[config.mk]
export PLATFORM = sky130hd
export DESIGN_NAME = dual_lane_fifo
export DESIGN_NICKNAME = d
export VERILOG_FILES = /design/src/rtl/fifo_pair_pkg.sv /design/src/rtl/byte_ring.sv /design/src/rtl/level_cfg.sv /design/src/rtl/tx_lane.sv /design/src/rtl/rx_lane.sv /design/src/rtl/dual_lane_fifo.sv
export SDC_FILE = /design/constraint.sdc
export NUM_CORES = 2
export LEC_CHECK = 0
export ABC_CLOCK_PERIOD_IN_PS = 14600
export BUFFER_PORTS_ARGS = -buffer_cell sky130_fd_sc_hd__buf_2
export CORE_MARGIN = 4
export CORE_UTILIZATION = 45
export CTS_BUF_LIST = sky130_fd_sc_hd__clkbuf_2
export DETAILED_ROUTE_END_ITERATION = 8
export PLACE_DENSITY = 0.7
export RECOVER_POWER = 50
export SKIP_CTS_REPAIR_TIMING = 1
export SLEW_MARGIN = 20
export SYNTH_ARGS = -nofsm -noshare
export SYNTH_HDL_FRONTEND = slang
export SYNTH_SLANG_ARGS = --single-unit
[constraint.sdc]
create_clock -name clk -period 14.6 [get_ports clk]
set_input_delay 2.92 -clock clk [delete_from_list [all_inputs] [get_ports clk]]
set_output_delay 2.92 -clock clk [all_outputs]
set_load 0.01 [all_outputs]
[src/rtl/fifo_pair_pkg.sv]
package fifo_pair_pkg;
   localparam int FULL_DEPTH  = 96;
   localparam int SMALL_DEPTH = 32;
   localparam int SMALL_LEVEL = 16;
   localparam int BYTE_W      = 8;
endpackage

[src/rtl/byte_ring.sv]
module byte_ring #(
   parameter int DEPTH = 96,
   parameter int DW    = 8,
   parameter int PW    = $clog2(DEPTH)
) (
   input  logic          clk,
   input  logic          we,
   input  logic [PW-1:0] waddr,
   input  logic [DW-1:0] wdata,
   input  logic [PW-1:0] raddr,
   output logic [DW-1:0] rdata
);
   logic [DW-1:0] mem [DEPTH];

   always_ff @(posedge clk) begin
      if (we) mem[waddr] <= wdata;
   end

   assign rdata = mem[raddr];
endmodule

[src/rtl/level_cfg.sv]
module level_cfg #(
   parameter int DEPTH       = 96,
   parameter int SMALL_DEPTH = 32,
   parameter int SMALL_LEVEL = 16,
   parameter bit COMPAT_EN   = 1'b1,
   parameter int CW          = $clog2(DEPTH + 1)
) (
   input  logic          compat_mode,
   input  logic [CW-1:0] level_in,
   output logic [CW-1:0] cap,
   output logic [CW-1:0] level
);
   localparam logic [CW-1:0] CAP_BIG   = CW'(DEPTH);
   localparam logic [CW-1:0] CAP_SMALL = CW'(SMALL_DEPTH);
   localparam logic [CW-1:0] LVL_SMALL = CW'(SMALL_LEVEL);

   generate
      if (COMPAT_EN) begin : g_compat
         assign cap   = compat_mode ? CAP_SMALL : CAP_BIG;
         assign level = compat_mode ? LVL_SMALL : level_in;
      end else begin : g_plain
         logic unused_mode;
         assign unused_mode = compat_mode;
         assign cap   = CAP_BIG;
         assign level = level_in;
      end
   endgenerate
endmodule

[src/rtl/tx_lane.sv]
module tx_lane #(
   parameter int DEPTH = 96,
   parameter int DW    = 8,
   parameter int CW    = $clog2(DEPTH + 1),
   parameter int PW    = $clog2(DEPTH)
) (
   input  logic          clk,
   input  logic          rst_n,
   input  logic [CW-1:0] cap,
   input  logic [CW-1:0] level,
   input  logic          delay_start,
   input  logic          wr,
   input  logic [DW-1:0] wdata,
   input  logic          rd,
   input  logic          coll,
   input  logic          frame_end,
   output logic [DW-1:0] rdata,
   output logic [CW-1:0] count,
   output logic          dreq,
   output logic          start_ok,
   output logic          ovf,
   output logic          unf,
   output logic          rewind_fail
);
   localparam int XW = CW + 1;
   localparam logic [PW-1:0] LAST = PW'(DEPTH - 1);

   logic [CW-1:0] occ_q, sent_q, occ_n, sent_n;
   logic [PW-1:0] rptr_q, wptr_q, rptr_n;
   logic          lost_q, ovf_q, unf_q, fail_q;
   logic          full, empty, wr_do, rd_req, rd_do, ovr, lost_eff, rewind;
   logic [XW-1:0] span, rp_ext, rp_back;

   assign full     = occ_q >= cap;
   assign empty    = occ_q == '0;
   assign wr_do    = wr && !full;
   assign rd_req   = rd && !coll;
   assign rd_do    = rd_req && !empty;
   assign span     = XW'(occ_q) + XW'(sent_q);
   assign ovr      = wr_do && (span >= XW'(cap));
   assign lost_eff = lost_q || ovr;
   assign rewind   = coll && !lost_eff;

   assign rp_ext  = XW'(rptr_q);
   assign rp_back = (rp_ext >= XW'(sent_q)) ? rp_ext - XW'(sent_q)
                                            : rp_ext + XW'(DEPTH) - XW'(sent_q);

   always_comb begin
      occ_n = occ_q + CW'(wr_do) - CW'(rd_do) + (rewind ? sent_q : '0);
      if (frame_end || rewind) sent_n = '0;
      else                     sent_n = sent_q + CW'(rd_do) - CW'(ovr);
      if (rewind)     rptr_n = PW'(rp_back);
      else if (rd_do) rptr_n = (rptr_q == LAST) ? '0 : rptr_q + 1'b1;
      else            rptr_n = rptr_q;
   end

   always_ff @(posedge clk or negedge rst_n) begin
      if (!rst_n) begin
         occ_q  <= '0;
         sent_q <= '0;
         rptr_q <= '0;
         wptr_q <= '0;
         lost_q <= 1'b0;
         ovf_q  <= 1'b0;
         unf_q  <= 1'b0;
         fail_q <= 1'b0;
      end else begin
         occ_q  <= occ_n;
         sent_q <= sent_n;
         rptr_q <= rptr_n;
         if (wr_do) wptr_q <= (wptr_q == LAST) ? '0 : wptr_q + 1'b1;
         lost_q <= frame_end ? 1'b0 : lost_eff;
         ovf_q  <= ovf_q | (wr && full);
         unf_q  <= unf_q | (rd_req && empty);
         fail_q <= coll && lost_eff;
      end
   end

   byte_ring #(.DEPTH(DEPTH), .DW(DW), .PW(PW)) store_i (
      .clk(clk), .we(wr_do), .waddr(wptr_q), .wdata(wdata),
      .raddr(rptr_q), .rdata(rdata)
   );

   assign count       = occ_q;
   assign dreq        = occ_q < level;
   assign start_ok    = delay_start ? (occ_q >= level) : !empty;
   assign ovf         = ovf_q;
   assign unf         = unf_q;
   assign rewind_fail = fail_q;


   tx_cap_chk: assert property (@(posedge clk) disable iff (!rst_n)
      occ_q <= cap);

   tx_ovf_sticky_chk: assert property (@(posedge clk) disable iff (!rst_n)
      ovf_q |=> ovf_q);

   tx_fail_cause_chk: assert property (@(posedge clk) disable iff (!rst_n)
      fail_q |-> $past(coll));

   tx_head_hold_chk: assert property (@(posedge clk) disable iff (!rst_n)
      (!empty && !rd && !coll) |=> $stable(rdata));
endmodule

[src/rtl/rx_lane.sv]
module rx_lane #(
   parameter int DEPTH = 96,
   parameter int DW    = 8,
   parameter int CW    = $clog2(DEPTH + 1),
   parameter int PW    = $clog2(DEPTH)
) (
   input  logic          clk,
   input  logic          rst_n,
   input  logic [CW-1:0] cap,
   input  logic [CW-1:0] level,
   input  logic          wr,
   input  logic [DW-1:0] wdata,
   input  logic          eof,
   input  logic          rd,
   output logic [DW-1:0] rdata,
   output logic [CW-1:0] count,
   output logic          dreq,
   output logic          ovf,
   output logic          unf
);
   localparam logic [PW-1:0] LAST = PW'(DEPTH - 1);

   logic [CW-1:0] occ_q, occ_n;
   logic [PW-1:0] rptr_q, wptr_q;
   logic          eof_q, ovf_q, unf_q, full, empty, wr_do, rd_do;

   assign full  = occ_q >= cap;
   assign empty = occ_q == '0;
   assign wr_do = wr && !full;
   assign rd_do = rd && !empty;
   assign occ_n = occ_q + CW'(wr_do) - CW'(rd_do);

   always_ff @(posedge clk or negedge rst_n) begin
      if (!rst_n) begin
         occ_q  <= '0;
         rptr_q <= '0;
         wptr_q <= '0;
         eof_q  <= 1'b0;
         ovf_q  <= 1'b0;
         unf_q  <= 1'b0;
      end else begin
         occ_q <= occ_n;
         if (wr_do) wptr_q <= (wptr_q == LAST) ? '0 : wptr_q + 1'b1;
         if (rd_do) rptr_q <= (rptr_q == LAST) ? '0 : rptr_q + 1'b1;
         eof_q <= (eof_q || eof) && (occ_n != '0);
         ovf_q <= ovf_q | (wr && full);
         unf_q <= unf_q | (rd && empty);
      end
   end

   byte_ring #(.DEPTH(DEPTH), .DW(DW), .PW(PW)) store_i (
      .clk(clk), .we(wr_do), .waddr(wptr_q), .wdata(wdata),
      .raddr(rptr_q), .rdata(rdata)
   );

   assign count = occ_q;
   assign dreq  = (occ_q >= level) || eof_q;
   assign ovf   = ovf_q;
   assign unf   = unf_q;


   rx_cap_chk: assert property (@(posedge clk) disable iff (!rst_n)
      occ_q <= cap);

   rx_unf_sticky_chk: assert property (@(posedge clk) disable iff (!rst_n)
      unf_q |=> unf_q);

   rx_eof_release_chk: assert property (@(posedge clk) disable iff (!rst_n)
      $fell(eof_q) |-> empty);
endmodule

[src/rtl/dual_lane_fifo.sv]
module dual_lane_fifo
   import fifo_pair_pkg::*;
#(
   parameter int DEPTH       = FULL_DEPTH,
   parameter int SMALL_DEPTH = fifo_pair_pkg::SMALL_DEPTH,
   parameter int SMALL_LEVEL = fifo_pair_pkg::SMALL_LEVEL,
   parameter int DW          = BYTE_W,
   parameter bit COMPAT_EN   = 1'b1,
   localparam int CW         = $clog2(DEPTH + 1),
   localparam int PW         = $clog2(DEPTH)
) (
   input  logic          clk,
   input  logic          rst_n,
   input  logic          compat_mode,
   input  logic [CW-1:0] level_cfg,
   input  logic          delay_start,
   input  logic          tx_wr,
   input  logic [DW-1:0] tx_wdata,
   input  logic          tx_rd,
   input  logic          tx_collision,
   input  logic          tx_frame_end,
   output logic [DW-1:0] tx_rdata,
   output logic [CW-1:0] tx_count,
   output logic          tx_dreq,
   output logic          tx_start_ok,
   output logic          tx_overflow,
   output logic          tx_underrun,
   output logic          tx_rewind_fail,
   input  logic          rx_wr,
   input  logic [DW-1:0] rx_wdata,
   input  logic          rx_eof,
   input  logic          rx_rd,
   output logic [DW-1:0] rx_rdata,
   output logic [CW-1:0] rx_count,
   output logic          rx_dreq,
   output logic          rx_overflow,
   output logic          rx_underrun
);
   generate
      if (SMALL_DEPTH > DEPTH || SMALL_DEPTH < 1)
         $error("dual_lane_fifo: SMALL_DEPTH must lie in 1..DEPTH");
      if (SMALL_LEVEL > SMALL_DEPTH)
         $error("dual_lane_fifo: SMALL_LEVEL exceeds SMALL_DEPTH");
      if (DEPTH < 2 || DW < 1)
         $error("dual_lane_fifo: DEPTH must be at least 2 and DW at least 1");
   endgenerate

   logic [CW-1:0] cap, level;

   level_cfg #(.DEPTH(DEPTH), .SMALL_DEPTH(SMALL_DEPTH), .SMALL_LEVEL(SMALL_LEVEL),
               .COMPAT_EN(COMPAT_EN), .CW(CW)) cfg_i (
      .compat_mode(compat_mode), .level_in(level_cfg), .cap(cap), .level(level)
   );

   tx_lane #(.DEPTH(DEPTH), .DW(DW), .CW(CW), .PW(PW)) tx_i (
      .clk(clk), .rst_n(rst_n), .cap(cap), .level(level), .delay_start(delay_start),
      .wr(tx_wr), .wdata(tx_wdata), .rd(tx_rd), .coll(tx_collision),
      .frame_end(tx_frame_end), .rdata(tx_rdata), .count(tx_count), .dreq(tx_dreq),
      .start_ok(tx_start_ok), .ovf(tx_overflow), .unf(tx_underrun),
      .rewind_fail(tx_rewind_fail)
   );

   rx_lane #(.DEPTH(DEPTH), .DW(DW), .CW(CW), .PW(PW)) rx_i (
      .clk(clk), .rst_n(rst_n), .cap(cap), .level(level),
      .wr(rx_wr), .wdata(rx_wdata), .eof(rx_eof), .rd(rx_rd),
      .rdata(rx_rdata), .count(rx_count), .dreq(rx_dreq),
      .ovf(rx_overflow), .unf(rx_underrun)
   );
endmodule

==> impl_metrics.env <==
export IMPL_finalHoldViolCount=0
export IMPL_max_vdd_ir_drop_uv=170.1
export IMPL_setup_tns_ns=0
export IMPL_fin_skew_ns=0.2268
export IMPL_final_cell_mix="edfxtp_1, clkbuf_2, mux4_2"
export IMPL_clk_root_buffer_cell="clkbuf_2"
export IMPL_finalCritPeriodShare_pct=75.57
export IMPL_clkTransAtPathRegs_ns=0.11
export IMPL_hold_start="rx_i.unf"
export IMPL_rows=138
export IMPL_post_drt_wl_per_cell_um=25.39
export IMPL_slew_headroom_pct=-205.4
export IMPL_fin_util_pct=49.09
export IMPL_fillCellCount=11540
export IMPL_layout_nets=3641
export IMPL_die_area_sq_um=148400
export IMPL_drv_slew=1666
export IMPL_ant_nets=0
export IMPL_yosys_area_share_simple_pct=3.761
export IMPL_timing_rr_end="tx_i.count[6]"
export IMPL_outcome="finished with violations"
export IMPL_yosys_warnings=0
export IMPL_synthArstFlopShare_pct=3.518
export IMPL_fmax_mhz=90.64
export IMPL_initial_core_util_pct=45.27
export IMPL_regArea_sq_um=47550
export IMPL_synthCells=3181
export IMPL_setup_viol=0
export IMPL_period_minus_slack_ns=11.03
export IMPL_fin_hold_ws_ns=0.4748
export IMPL_path_class="reg -> out"
export IMPL_grt_start_max_net_pins=106
export IMPL_io_buffers=71
export IMPL_r2r_setup_slack_ns=9.62
export IMPL_multi_input_area_sq_um=15430
export IMPL_die_h_um=385.2
export IMPL_cp_max_fo=56
export IMPL_synth_fa_ha_area_share_pct=1.693
export IMPL_leakage_nw=22.73
export IMPL_holdPathStages=1
export IMPL_post_dp_hpwl_um=83310
export IMPL_die_w_um=385.2
export IMPL_critical_path_arrival_ns=8.11
export IMPL_synth_ff_type="edfxtp_1"
export IMPL_hold_class="reg -> reg"
export IMPL_drt_total_wl_um=144300
export IMPL_num_io_pins=72
export IMPL_synth_compound_area_share_pct=2.054
export IMPL_violations="capacitance limit, slew limit"
export IMPL_yosys_mux_area_fraction_pct=16.09
export IMPL_drt_iter0_drc=3331
export IMPL_final_common_cell="edfxtp_1"
export IMPL_ys_ff_latch=1592
export IMPL_rsz0062_at_grt="false"
export IMPL_drt_vias_per_instance=5.728
export IMPL_r2r_start="tx_i.count[0]"
export IMPL_ys_seq_area_share_pct=74.24
export IMPL_antenna_found_initial=4
export IMPL_postSynthNetCount=3295
export IMPL_synthToLayoutAreaGrowth_pct=8.446
export IMPL_syn_cell_area_sq_um=64010
export IMPL_synth_enable_flop_cells=1536
export IMPL_worst_pin_slew_ns=4.581
export IMPL_clkLatencyLatePin_ns=1.80
export IMPL_grt_pass1_vias=33730
export IMPL_synth_xor_area_share_pct=0.5062
export IMPL_clk_path_buf_depth=4
export IMPL_synth_top_family_by_area="multiplexers"
export IMPL_htree_levels=5
export IMPL_cp_start_kind="flop"
export IMPL_hold_end="rx_i.unf"
export IMPL_synth_distinct_cells=68
export IMPL_finalWeightedCongestion=0.8212
export IMPL_grt_ovfl_total=0
export IMPL_cts_tree="built"
export IMPL_drive_gt1_share_pct=29.56
export IMPL_power_density_nw_per_um2=176.5
export IMPL_routed_via_count=32560
export IMPL_grt_use_total_pct=19.61
export IMPL_crit_required_ns=11.68
export IMPL_grt_pass1_wl_um=215700
export IMPL_r2r_cells=24
export IMPL_core_sq_um=141400
export IMPL_drc=0
export IMPL_syn_area_per_cell_sq_um=20.12
export IMPL_numCtsBuffers=395
export IMPL_dr_pass1_iters=6
export IMPL_clock_sinks=1592
export IMPL_critPathCaptureType="output pin"
export IMPL_cap_viol_max_count=18
-- report_power, final --
part / total, W / leakage, nW / switching [W] / internal, W
clock: 0.00275 / 2.55 / 0.00171 / 0.00104
combinational: 0.00407 / 5.69 / 0.00223 / 0.00184
sequential: 0.00543 / 14.5 / 0.000280 / 0.00515
-- Yosys cell counts, drive strengths merged, types with 3 or more instances --
library cell	n	share of area, %
and3	4	0.039
nand2	150	0.88
nor2	232	1.4
mux2	11	0.19
o22ai	16	0.16
o21ai	31	0.24
nand3	51	0.40
a31oi	17	0.17
mux4	419	15
a32o	5	0.078
a221oi	5	0.068
fa	11	0.34
buf	93	0.89
nor3	23	0.18
and2	6	0.059
a211o	5	0.068
ha	69	1.3
edfxtp	1536	72
nand2b	12	0.12
dfrtp	56	2.2
clkbuf	66	0.39
a211oi	8	0.094
nor4	13	0.15
nand4	9	0.088
a22oi	14	0.16
o211ai	5	0.059
xor2	13	0.18
o311ai	4	0.055
a21o	13	0.15
nor3b	5	0.059
mux2i	74	1.2
or3	8	0.078
a21oi	46	0.37
nor2b	25	0.24
inv	62	0.36
o21bai	9	0.11
xnor2	24	0.33
nand3b	3	0.035
-- how the worst max path moves through the flow --
stage	slack, ns	cells after the start	endpoint	startpoint
global route	3.02	8	rx_rdata[0]	rx_i.rptr_q[1]
floorplan	7.51	9	rx_dreq	level_cfg[0]
global placement	7.00	11	tx_start_ok	compat_mode
finish	3.57	9	rx_rdata[4]	rx_i.rptr_q[1]
detailed placement	6.96	11	tx_start_ok	compat_mode
CTS	5.41	9	rx_rdata[4]	rx_i.rptr_q[1]
-- per-layer routing --
metal | routed length, um | GRT usage [%] | share of wire (%)
met2 | 70010 | 30.78 | 49
met1 | 58290 | 27.17 | 40
met5 | 35 | 0 | 0.024
met3 | 11930 | 4.481 | 8.3
met4 | 4076 | 7.005 | 2.8
-- through the flow --
step / power [W] / worst slack (ns) / cell area (sq um) / std cells
2_1_floorplan: 0.008358 / 7.508 / 64010 / 3181
3_3_place_gp: 0.009583 / 6.997 / 66260 / 5020
3_5_place_dp: 0.009620 / 6.964 / 66260 / 5020
4_1_cts: 0.01236 / 5.411 / 69480 / 5679
5_1_grt: 0.01293 / 3.016 / 69420 / 5683
6_report: 0.01225 / 3.567 / 69420 / 5685
-- critical path, cell delays in order, from the launching register on --
cell and delay, ns:
dfrtp_4 0.71, buf_4 0.74, clkbuf_1 2.77, mux4_2 0.51
nand2_1 0.10, a21oi_1 0.08, mux2_2 0.30, nor4_1 0.71
a211oi_1 0.23, buf_2 0.23
-- registers in the layout (all words and copies together), names as in the netlist --
signal            flops
rx_i.store_i.mem    768
tx_i.unf              1
tx_i.lost_q           1
rx_i.unf              1
tx_i.sent_q           7
tx_i.rptr_q           7
rx_i.wptr_q           7
tx_i.store_i.mem    768
tx_i.ovf              1
tx_i.wptr_q           7
tx_i.rewind_fail      1
tx_i.count            7
rx_i.ovf              1
rx_i.count            7
rx_i.rptr_q           7
rx_i.eof_q            1
-- cells by family (layout without fill, tap and decap cells) --
logic type	count (synthesis)	after routing
adders and majority gates	80	80
and+or+nand+nor	547	547
xor gates and xnor gates	37	37
muxes	504	504
buffers and inverters	223	831
other	0	6
DFF	1592	1592
AOI/OAI and AO/OA	198	198
-- final cells by class --
type,count,area share (%)
sequential,1592,68.49
clock inverter,99,0.6002
multi-input combinational,1366,22.23
clock buffer,560,4.037
timing repair buffer,108,0.8651
tap,1890,3.406
inverter,64,0.3461
antenna,6,0.02163
Power figures use the tool's default switching activity.
